### src/rtl/bcs_pkg.sv
// Shared types for the bus cycle sequencer.
package bcs_pkg;
    typedef enum logic [1:0] {
        ST_IDLE = 2'd0,
        ST_ADDR = 2'd1,
        ST_DATA = 2'd2,
        ST_REC  = 2'd3
    } bcs_state_e;
endpackage

### src/rtl/bcs_fsm.sv
// Access state machine: idle -> address -> data (repeats while not ready
// or transfers remain) -> one recovery cycle -> address or idle.
// Assumes xfer_done is only asserted in the data state.
module bcs_fsm
    import bcs_pkg::*;
(
    input  logic       clk,
    input  logic       rst_n,
    input  logic       req_valid,
    input  logic       xfer_done,
    input  logic       last_xfer,
    output logic       req_ready,
    output logic       req_fire,
    output bcs_state_e state_o
);
    bcs_state_e state_q, state_d;

    // Request acceptance window: idle or recovery only.
    always_comb begin
        req_ready = (state_q == ST_IDLE) || (state_q == ST_REC);
        req_fire  = req_valid && req_ready;
    end

    // Next-state decode.
    always_comb begin
        state_d = state_q;
        unique case (state_q)
            ST_IDLE: state_d = req_fire ? ST_ADDR : ST_IDLE;
            ST_ADDR: state_d = ST_DATA;
            ST_DATA: state_d = (xfer_done && last_xfer) ? ST_REC : ST_DATA;
            ST_REC:  state_d = req_fire ? ST_ADDR : ST_IDLE;
            default: state_d = ST_IDLE;
        endcase
    end

    // State register.
    always_ff @(posedge clk) begin
        if (!rst_n) state_q <= ST_IDLE;
        else        state_q <= state_d;
    end

    assign state_o = state_q;
endmodule

### src/rtl/bcs_xfer_ctr.sv
// Transfer counter and address generator. Holds the request base address
// and count, steps the word index after each completed non-final transfer
// and forms the bus address with the word bits advanced by the index.
// Assumes MAX_XFER is a power of two and at least two.
module bcs_xfer_ctr #(
    parameter int ADDR_W  = 32,
    parameter int CNT_W   = 2,
    parameter int BYTE_SH = 2
) (
    input  logic              clk,
    input  logic              rst_n,
    input  logic              load,
    input  logic [ADDR_W-1:0] base_i,
    input  logic [CNT_W-1:0]  count_i,
    input  logic              advance,
    output logic [CNT_W-1:0]  idx_o,
    output logic              last_o,
    output logic [ADDR_W-1:0] bus_addr_o
);
    localparam int LO = BYTE_SH;
    localparam int HI = BYTE_SH + CNT_W;

    logic [ADDR_W-1:0] base_q;
    logic [CNT_W-1:0]  count_q;
    logic [CNT_W-1:0]  idx_q;

    // Latch base and count on accept; step the index per transfer.
    always_ff @(posedge clk) begin
        if (!rst_n) begin
            base_q  <= '0;
            count_q <= '0;
            idx_q   <= '0;
        end else if (load) begin
            base_q  <= base_i;
            count_q <= count_i;
            idx_q   <= '0;
        end else if (advance) begin
            idx_q   <= idx_q + 1'b1;
        end
    end

    // Final-transfer flag and stepped word address.
    always_comb begin
        last_o             = (idx_q == count_q);
        bus_addr_o         = base_q;
        bus_addr_o[HI-1:LO] = base_q[HI-1:LO] + idx_q;
    end

    assign idx_o = idx_q;
endmodule

### src/rtl/bcs_datapath.sv
// Data path: latches direction, code flag and write words on accept,
// drives the selected write word (held after a write until the next
// address cycle), and captures read words when ready is sampled low.
module bcs_datapath
    import bcs_pkg::*;
#(
    parameter int DATA_W   = 32,
    parameter int MAX_XFER = 4,
    parameter int CNT_W    = 2
) (
    input  logic                       clk,
    input  logic                       rst_n,
    input  logic                       load,
    input  logic                       write_i,
    input  logic                       code_i,
    input  logic [MAX_XFER*DATA_W-1:0] wdata_i,
    input  logic [CNT_W-1:0]           idx_i,
    input  bcs_state_e                 state_i,
    input  logic                       rdy_n_i,
    input  logic [DATA_W-1:0]          din_i,
    output logic                       write_o,
    output logic                       dc_o,
    output logic [DATA_W-1:0]          dout_o,
    output logic                       doe_o,
    output logic                       rd_valid_o,
    output logic [DATA_W-1:0]          rd_data_o
);
    logic                       write_q;
    logic                       code_q;
    logic [MAX_XFER*DATA_W-1:0] wdata_q;
    logic [DATA_W-1:0]          words [MAX_XFER];

    // Latch the request attributes on accept.
    always_ff @(posedge clk) begin
        if (!rst_n) begin
            write_q <= 1'b0;
            code_q  <= 1'b0;
            wdata_q <= '0;
        end else if (load) begin
            write_q <= write_i;
            code_q  <= code_i;
            wdata_q <= wdata_i;
        end
    end

    // Split the write block into words.
    for (genvar g = 0; g < MAX_XFER; g++) begin : g_word
        assign words[g] = wdata_q[g*DATA_W +: DATA_W];
    end

    // Bus drive: held after a write, released in the address cycle.
    always_comb begin
        write_o = write_q;
        dc_o    = write_q | ~code_q;
        dout_o  = words[idx_i];
        doe_o   = write_q && (state_i != ST_ADDR);
    end

    // Read capture on a ready-terminated read transfer.
    always_ff @(posedge clk) begin
        if (!rst_n) begin
            rd_valid_o <= 1'b0;
            rd_data_o  <= '0;
        end else begin
            rd_valid_o <= (state_i == ST_DATA) && !write_q && !rdy_n_i;
            if ((state_i == ST_DATA) && !write_q && !rdy_n_i)
                rd_data_o <= din_i;
        end
    end
endmodule

### src/rtl/bus_cycle_seq.sv
// Processor bus cycle sequencer top. One request becomes one access: an
// address cycle, one to MAX_XFER ready-terminated transfers and a single
// recovery cycle. Assumes word-aligned requests that do not cross the
// MAX_XFER-word block; arbitration and byte enables live elsewhere.
module bus_cycle_seq
    import bcs_pkg::*;
#(
    parameter int ADDR_W   = 32,
    parameter int DATA_W   = 32,
    parameter int MAX_XFER = 4,
    localparam int CNT_W   = $clog2(MAX_XFER),
    localparam int BYTE_SH = $clog2(DATA_W / 8)
) (
    input  logic                       clk,
    input  logic                       rst_n,
    input  logic                       req_valid,
    output logic                       req_ready,
    input  logic [ADDR_W-1:0]          req_addr,
    input  logic                       req_write,
    input  logic                       req_code,
    input  logic [CNT_W-1:0]           req_count,
    input  logic [MAX_XFER*DATA_W-1:0] req_wdata,
    output logic [ADDR_W-1:0]          bus_addr,
    output logic                       bus_as,
    output logic                       bus_wr,
    output logic                       bus_dir,
    output logic                       bus_dc,
    output logic [DATA_W-1:0]          bus_dout,
    output logic                       bus_doe,
    input  logic [DATA_W-1:0]          bus_din,
    input  logic                       bus_rdy_n,
    output logic                       rd_valid,
    output logic [DATA_W-1:0]          rd_data
);
    bcs_state_e       state_q;
    logic             req_fire;
    logic             xfer_done;
    logic             last_xfer;
    logic             write_q;
    logic [CNT_W-1:0] idx;

    // Transfer completion: ready low in a data cycle.
    always_comb begin
        xfer_done = (state_q == ST_DATA) && !bus_rdy_n;
    end

    bcs_fsm u_fsm (
        .clk       (clk),
        .rst_n     (rst_n),
        .req_valid (req_valid),
        .xfer_done (xfer_done),
        .last_xfer (last_xfer),
        .req_ready (req_ready),
        .req_fire  (req_fire),
        .state_o   (state_q)
    );

    bcs_xfer_ctr #(
        .ADDR_W  (ADDR_W),
        .CNT_W   (CNT_W),
        .BYTE_SH (BYTE_SH)
    ) u_ctr (
        .clk        (clk),
        .rst_n      (rst_n),
        .load       (req_fire),
        .base_i     (req_addr),
        .count_i    (req_count),
        .advance    (xfer_done && !last_xfer),
        .idx_o      (idx),
        .last_o     (last_xfer),
        .bus_addr_o (bus_addr)
    );

    bcs_datapath #(
        .DATA_W   (DATA_W),
        .MAX_XFER (MAX_XFER),
        .CNT_W    (CNT_W)
    ) u_dp (
        .clk        (clk),
        .rst_n      (rst_n),
        .load       (req_fire),
        .write_i    (req_write),
        .code_i     (req_code),
        .wdata_i    (req_wdata),
        .idx_i      (idx),
        .state_i    (state_q),
        .rdy_n_i    (bus_rdy_n),
        .din_i      (bus_din),
        .write_o    (write_q),
        .dc_o       (bus_dc),
        .dout_o     (bus_dout),
        .doe_o      (bus_doe),
        .rd_valid_o (rd_valid),
        .rd_data_o  (rd_data)
    );

    // Direction indicators and address strobe.
    always_comb begin
        bus_wr  = write_q;
        bus_dir = write_q;
        bus_as  = (state_q == ST_ADDR);
    end
endmodule

### config.mk
export PLATFORM = sky130hd
export DESIGN_NAME = bus_cycle_seq
export DESIGN_NICKNAME = d
export VERILOG_FILES = /design/src/rtl/bcs_pkg.sv /design/src/rtl/bcs_fsm.sv /design/src/rtl/bcs_xfer_ctr.sv /design/src/rtl/bcs_datapath.sv /design/src/rtl/bus_cycle_seq.sv
export SDC_FILE = /design/constraint.sdc
export NUM_CORES = 1
export LEC_CHECK = 0
export BUFFER_PORTS_ARGS = -buffer_cell sky130_fd_sc_hd__buf_2
export CAP_MARGIN = 0
export CORE_MARGIN = 2
export CORE_UTILIZATION = 40
export CTS_CLUSTER_DIAMETER = 80
export DETAILED_ROUTE_END_ITERATION = 6
export PLACE_DENSITY = 0.73
export RECOVER_POWER = 100
export SLEW_MARGIN = 5
export SYNTH_ARGS = -nofsm -noshare
export SYNTH_HDL_FRONTEND = slang
export SYNTH_SLANG_ARGS = --single-unit
### constraint.sdc
create_clock -name clk -period 1.5 [get_ports clk]
set_clock_uncertainty 0.2 [all_clocks]
set_input_delay 0.15 -clock clk [delete_from_list [all_inputs] [get_ports clk]]
set_output_delay 0.15 -clock clk [all_outputs]
set_load 0.05 [all_outputs]
==> impl_metrics.yaml, run 1 <==
sta:
  relSlewSlack_pct: 68.7
  setup_slack_ns: -0.744
  slew_viol_final: 0
  max_freq_mhz: 446
  holdWs_ns: 0.0232
  hold_viol_final: 0
  tightest_slew_ns: 0.469
  post-route-period-util_pct: 150
  finalCriticalPeriod_ns: 2.24
  setup_violations: 254
  rsz0062_at_grt: "true"
routing:
  vias: 10200
  drc: 0
  first_iter_violations: 524
  routed_wl_um: 47600
  routedWlPerCell_um: 26.3
  drt_first_pass_iters: 5
  postRouteAntennaNets: 0
  viasPerCell: 5.62
synth:
  ys_seq_area_share_pct: 47.1
  synth-async-reset-ratio_pct: 0
  synth.avg_cell_area_um2: 8.93
  synth.most_common_cell: "nand2_1"
  yosysTopAreaCellShare_pct: 47.1
  syn_area_mm2: 0.00854
  synth_top_cell_by_area: "dfxtp_1"
  synth_cell_types: 25
  synth_edf_count: 0
  syn_inst: 956
  synthTopCellsByCount: "nand2_1, dfxtp_1, a21boi_0"
  yosys-top-cells-area: "dfxtp_1, nand2_1, a21boi_0"
  synth_fp_nets: 1160
  ys_ff_latch: 201
  yosysWarnings: 0
  ys_dominant_reg_cell: "dfxtp_1"
placement:
  placed_area_mm2: 0.0104
  post-place-ws_ns: -0.251
  dp_hpwl_um: 15900
  io_buffers: 302
  finalWeightedCongestion: 0.815
global_routing:
  grt_pass1_vias: 10500
  grt.total_usage_pct: 32.8
  grt_max_degree: 36
  grt_pass1_wl_um: 56900
  overflow: 0
  antenna_found_initial: 7
status:
  failed_checks: "setup timing"
  status: "finished with violations"
hold_path:
  hp-class: "in -> reg"
layout:
  regArea_mm2: 0.00404
  final_net_count: 1719
  final_area_mm2: 0.0179
  layout-drive-gt1-share_pct: 64.4
  syn_to_final_growth_pct: 109
  fill_cells: 926
  multiInputGateArea_mm2: 0.00635
die:
  ios: 303
  die_w_um: 150
  core_area_mm2: 0.0210
  die_height_um: 150
  rows: 53
  dieArea_mm2: 0.0225
  initial_core_util_pct: 40.7
cts:
  clock_sinks: 201
  clk_path_buf_depth: 3
  clk_pin_slew_worst_paths_ns: 0.06
  clk_latency_ns: 0.51
  htree_levels: 1
  cts_root_buf: "clkbuf_16"
  cts_made_buffers: 23
  tritoncts: "yes"
setup_path:
  critical_path_class: "reg -> out"
  cp_max_fo: 6
  slowest_delay_ns: 0.60
  critPathCaptureType: "output port"
  start_kind: "flip-flop"
  critPathSlowestCell: "mux4_2"
  arrival_ns: 1.89
  regToRegSetupSlack_ns: -0.41
  path_cells: "buf_12 > mux4_2 > buf_8"
  cp.required_ns: 1.15
power_and_ir_drop:
  power_density_mw_per_mm2: 1170
  leakagePower_nw: 7.97
  p_total_mw: 20.8
  ir_drop_uv: 899
run:
  cap_violations: 0
==> report_power, final <==
| part | switching (mW) | internal [mW] | total (mW) |
|---|---|---|---|
| clock | 2.46 | 3.51 | 5.97 |
| sequential | 0.526 | 5.87 | 6.40 |
| combinational | 4.41 | 4.05 | 8.46 |
==> per-layer routing <==
layer / vias to the layer above / wire length, um / GRT usage [%]
li1: 4269 / - / -
met4: 2 / 4010 / 19.7
met5: - / 7 / 0
met1: 4901 / 15800 / 35.0
met3: 308 / 3960 / 7.04
met2: 712 / 23800 / 59.2
==> cell families (layout without fill, tap and decap cells) <==
group	Yosys count	after routing	share of synthesized area [%]
buffers and inverters	106	675	7.27
other	0	7	0
multiplexers	34	34	8.68
AND/OR/NAND/NOR	408	413	18.5
AO/OA/AOI/OAI	199	199	17.5
adder cells (fa/ha/maj)	4	4	0.586
XOR/XNOR	4	4	0.410
flip-flops	201	201	47.1
==> worst paths after layout <==
path	from	end	depth (start not counted)
min	bus_rdy_n	u_dp.rd_data_o[13]	6
min reg2reg	u_dp.rd_data_o[11]	u_dp.rd_data_o[11]	2
max reg2reg	u_fsm.state_o[0]	u_dp.wdata_q[2]	8
max	u_ctr.idx_o[0]	bus_dout[2]	3
==> what timing repair did <==
item | in CTS | in global routing
setup endpoints to repair | 238 | 271
hold buffers | 198 | 0
buffers inserted | 47 | 18
endpoints found under the hold margin | 199 | 0
pin swaps | 256 | 303
cloned | 49 | 8
gates resized for setup | 386 | 547
==> registers in the layout (all words and copies together), names as in the netlist <==
name,cells
u_ctr.base_q,32
u_ctr.count_q,2
u_fsm.state_o,2
u_dp.code_q,1
u_dp.write_o,1
u_dp.rd_data_o,32
u_ctr.idx_o,2
u_dp.wdata_q,128
u_dp.rd_valid_o,1
==> per-stage QoR <==
stage	util, %	instances	TNS (ns)
2_1_floorplan	-	956	-19.65
3_3_place_gp	49.8	1473	-22.70
3_5_place_dp	49.8	1473	-26.86
4_1_cts	76.7	1806	-59.69
5_1_grt	85.2	1811	-81.79
6_report	85.2	1812	-70.73
==> placed cells by master, fill, tap and decap left out, types with 5 or more instances in the layout <==
cell type	synthesis	layout
a21boi_1	30	65
a21boi_2	0	131
buf_12	0	51
buf_16	0	27
buf_2	43	229
buf_4	31	28
buf_6	7	58
buf_8	0	14
clkbuf_16	0	31
clkbuf_4	0	19
clkbuf_8	0	7
dfxtp_1	201	194
dfxtp_2	0	5
diode_2	0	7
dlygate4sd3_1	0	198
mux4_2	32	32
nand2_1	394	73
nand2_2	0	136
nand2_4	0	182
nand2_8	0	6
==> worst max-delay path: cells and delay by family, from the launching register on <==
family / cells / cell delay [ns]
flops: 1 / 0.42
buf+inv: 2 / 0.35
mux: 1 / 0.60
==> cell type report <==
class,instances,area share (%)
flip-flops and latches,201,22.6
well taps,275,1.93
diodes,7,0.0981
multi-input cells,654,35.6
clock buffers,32,3.80
repair buffers,633,35.4
inverters,2,0.0420
clock inverters,8,0.582
Power figures use the tool's default switching activity.
==> inputs of run 2 (changes only) <==
--- a/config.mk
+++ b/config.mk
@@ -7,11 +7,12 @@
 export LEC_CHECK = 0
 export BUFFER_PORTS_ARGS = -buffer_cell sky130_fd_sc_hd__buf_2
 export CAP_MARGIN = 0
+export CORE_ASPECT_RATIO = 0.7
 export CORE_MARGIN = 2
-export CORE_UTILIZATION = 40
+export CORE_UTILIZATION = 25
 export CTS_CLUSTER_DIAMETER = 80
 export DETAILED_ROUTE_END_ITERATION = 6
-export PLACE_DENSITY = 0.73
+export PLACE_DENSITY = 0.51
 export RECOVER_POWER = 100
 export SLEW_MARGIN = 5
 export SYNTH_ARGS = -nofsm -noshare
==> run 2 against run 1 <==
The run still ends with setup timing left. Total power is 4.3% lower. Clock power is 2% lower. Design area is 2.7% lower. Core utilization is 33 points lower. Sequential cell count stayed put. Cell count is 8.0% higher. Via count is 13% lower. Highest routed layer unchanged.
==> impl_metrics.yaml, run 2 (synthesis gave the netlist of run 1 again) <==
hold_path:
  whs_path_depth: 5
  hp-class: "in -> reg"
  whs_endpoint: "u_dp.wdata_q[7]"
  min_from: "req_valid"
layout:
  fin_cells: 1957
  largest_reg_flops: 128
  final_cell_mix: "buf_2, dlygate4sd3_1, dfxtp_1"
  largest_register: "u_dp.wdata_q"
  final_net_count: 1709
  final_common_cell: "buf_2"
  syn_to_final_growth_pct: 104
  final_area_mm2: 0.0174
  reg_top3: "u_dp.wdata_q: 128 flops, u_ctr.base_q: 32 flops, u_dp.rd_data_o: 32 flops"
  layout-drive-gt1-share_pct: 56.9
routing:
  vias: 8886
  drc: 0
  first_iter_violations: 398
  routedWlPerCell_um: 19.2
  viasPerCell: 4.54
  postRouteAntennaNets: 0
  routed_wl_um: 37700
  drt_first_pass_iters: 4
cts:
  clk_latency_ns: 0.53
  clock_sinks: 201
  clk_pin_slew_worst_paths_ns: 0.06
  cts_root_buf: "clkbuf_16"
  tritoncts: "yes"
  htree_levels: 1
  cts_made_buffers: 23
  clk_path_buf_depth: 3
setup_path:
  start_kind: "flip-flop"
  timing.rr.start: "u_fsm.state_o[0]"
  reg2reg_to: "u_dp.wdata_q[9]"
  cp_max_fo: 6
  critical_path_class: "reg -> out"
  regToRegSetupSlack_ns: -0.40
  arrival_ns: 1.93
  reg2regPathDepth: 10
  path_cells: "buf_12 > buf_6 > mux4_2 > buf_8"
  critPathCaptureType: "output port"
  cp.required_ns: 1.15
  critPathSlowestCell: "mux4_2"
  slowest_delay_ns: 0.51
global_routing:
  antenna_found_initial: 4
  overflow: 0
  grt_pass1_vias: 8910
  grt_pass1_wl_um: 53000
  grt.total_usage_pct: 19.5
  grt_max_degree: 63
sta:
  hold_viol_final: 0
  slew_viol_final: 0
  setup_slack_ns: -0.775
  relSlewSlack_pct: 71.4
  setup_violations: 240
  max_freq_mhz: 440
  tightest_slew_ns: 0.429
  rsz0062_at_grt: "true"
  finalCriticalPeriod_ns: 2.28
  post-route-period-util_pct: 152
die:
  dieArea_mm2: 0.0357
  rows: 56
  ios: 303
  core_area_mm2: 0.0336
  die_height_um: 159
  die_w_um: 225
  initial_core_util_pct: 25.4
placement:
  dp.cells: 1618
  io_buffers: 302
  placed_area_mm2: 0.0105
  finalWeightedCongestion: 0.744
  dp_hpwl_um: 17800
  post-place-ws_ns: -0.288
power_and_ir_drop:
  leakagePower_nw: 7.39
  ir_drop_uv: 607
  p_total_mw: 19.9
  power_frac_seq_pct: 31.7
  swShare_pct: 33.3
  combPwrFrac_pct: 39.0
  power_density_mw_per_mm2: 1150
  pwr-share-clk_pct: 29.3
  p_sw_mw: 6.65
  p_int_mw: 13.3
status:
  failed_checks: "setup timing"
  status: "finished with violations"
run:
  cap_violations: 0
-- run 2: through the flow --
step	util (%)	setup TNS [ns]	hold slack (ns)
6_report	51.8	-83.57	0.158
5_1_grt	51.8	-98.78	0.170
4_1_cts	48.2	-82.73	0.176
3_5_place_dp	31.3	-21.01	0.195
3_3_place_gp	31.3	-17.27	0.190
2_1_floorplan	-	-19.65	0.0773
-- run 2: worst max path at each step --
| stage | endpoint | start | slack (ns) | cells past startpoint |
|---|---|---|---|---|
| CTS | bus_dout[31] | u_ctr.idx_o[0] | -0.82 | 4 |
| global route | bus_dout[31] | u_ctr.idx_o[0] | -0.83 | 4 |
| finish | bus_dout[31] | u_ctr.idx_o[0] | -0.78 | 4 |
| detailed placement | bus_dout[11] | u_ctr.idx_o[0] | -0.29 | 3 |
| floorplan | bus_dout[0] | u_ctr.idx_o[0] | -0.14 | 3 |
| global placement | bus_dout[10] | u_ctr.idx_o[0] | -0.27 | 3 |
-- run 2: final cells by class --
class | count | area [um2]
Clock buffer | 32 | 669
Timing Repair Buffer | 625 | 6440
Inverter | 2 | 7.51
Fill cell | 2855 | 16200
Clock inverter | 7 | 92.6
Tap cell | 435 | 544
Multi-Input combinational cell | 652 | 5580
Antenna cell | 3 | 7.51
Sequential cell | 201 | 4040
-- run 2: metal layers --
metal  share of wire (%)  GRT usage (%)  up-vias
met2                  48           31.8      241
met4                 1.8           3.97        2
met3                 5.1           3.86       44
li1                    -              -     4258
met5               0.035              0        -
met1                  45           26.7     4341
-- run 2: what timing repair did --
action	CTS	global route
cloned	50	7
hold buffers	198	0
setup buffers	48	25
endpoints found under the setup margin	263	301
gates resized for setup	363	471
pin swaps	292	169
endpoints found under the hold margin	200	0
-- run 2: worst max-delay path: cells and delay by family, from the launching register on --
family / cells / cell delay (ns)
mux: 1 / 0.51
flops: 1 / 0.47
buf+inv: 3 / 0.42
-- run 2: power by group through the flow --
| stage | Clock, mW | Combinational, mW | Sequential [mW] |
|---|---|---|---|
| after global placement | 0 | 3.44 | 6.25 |
| after global routing | 6.20 | 8.16 | 6.37 |
| after detailed placement | 0 | 3.48 | 6.26 |
| after CTS | 5.99 | 7.32 | 6.22 |
| after floorplan | 0 | 2.55 | 6.33 |
| final | 5.84 | 7.78 | 6.32 |
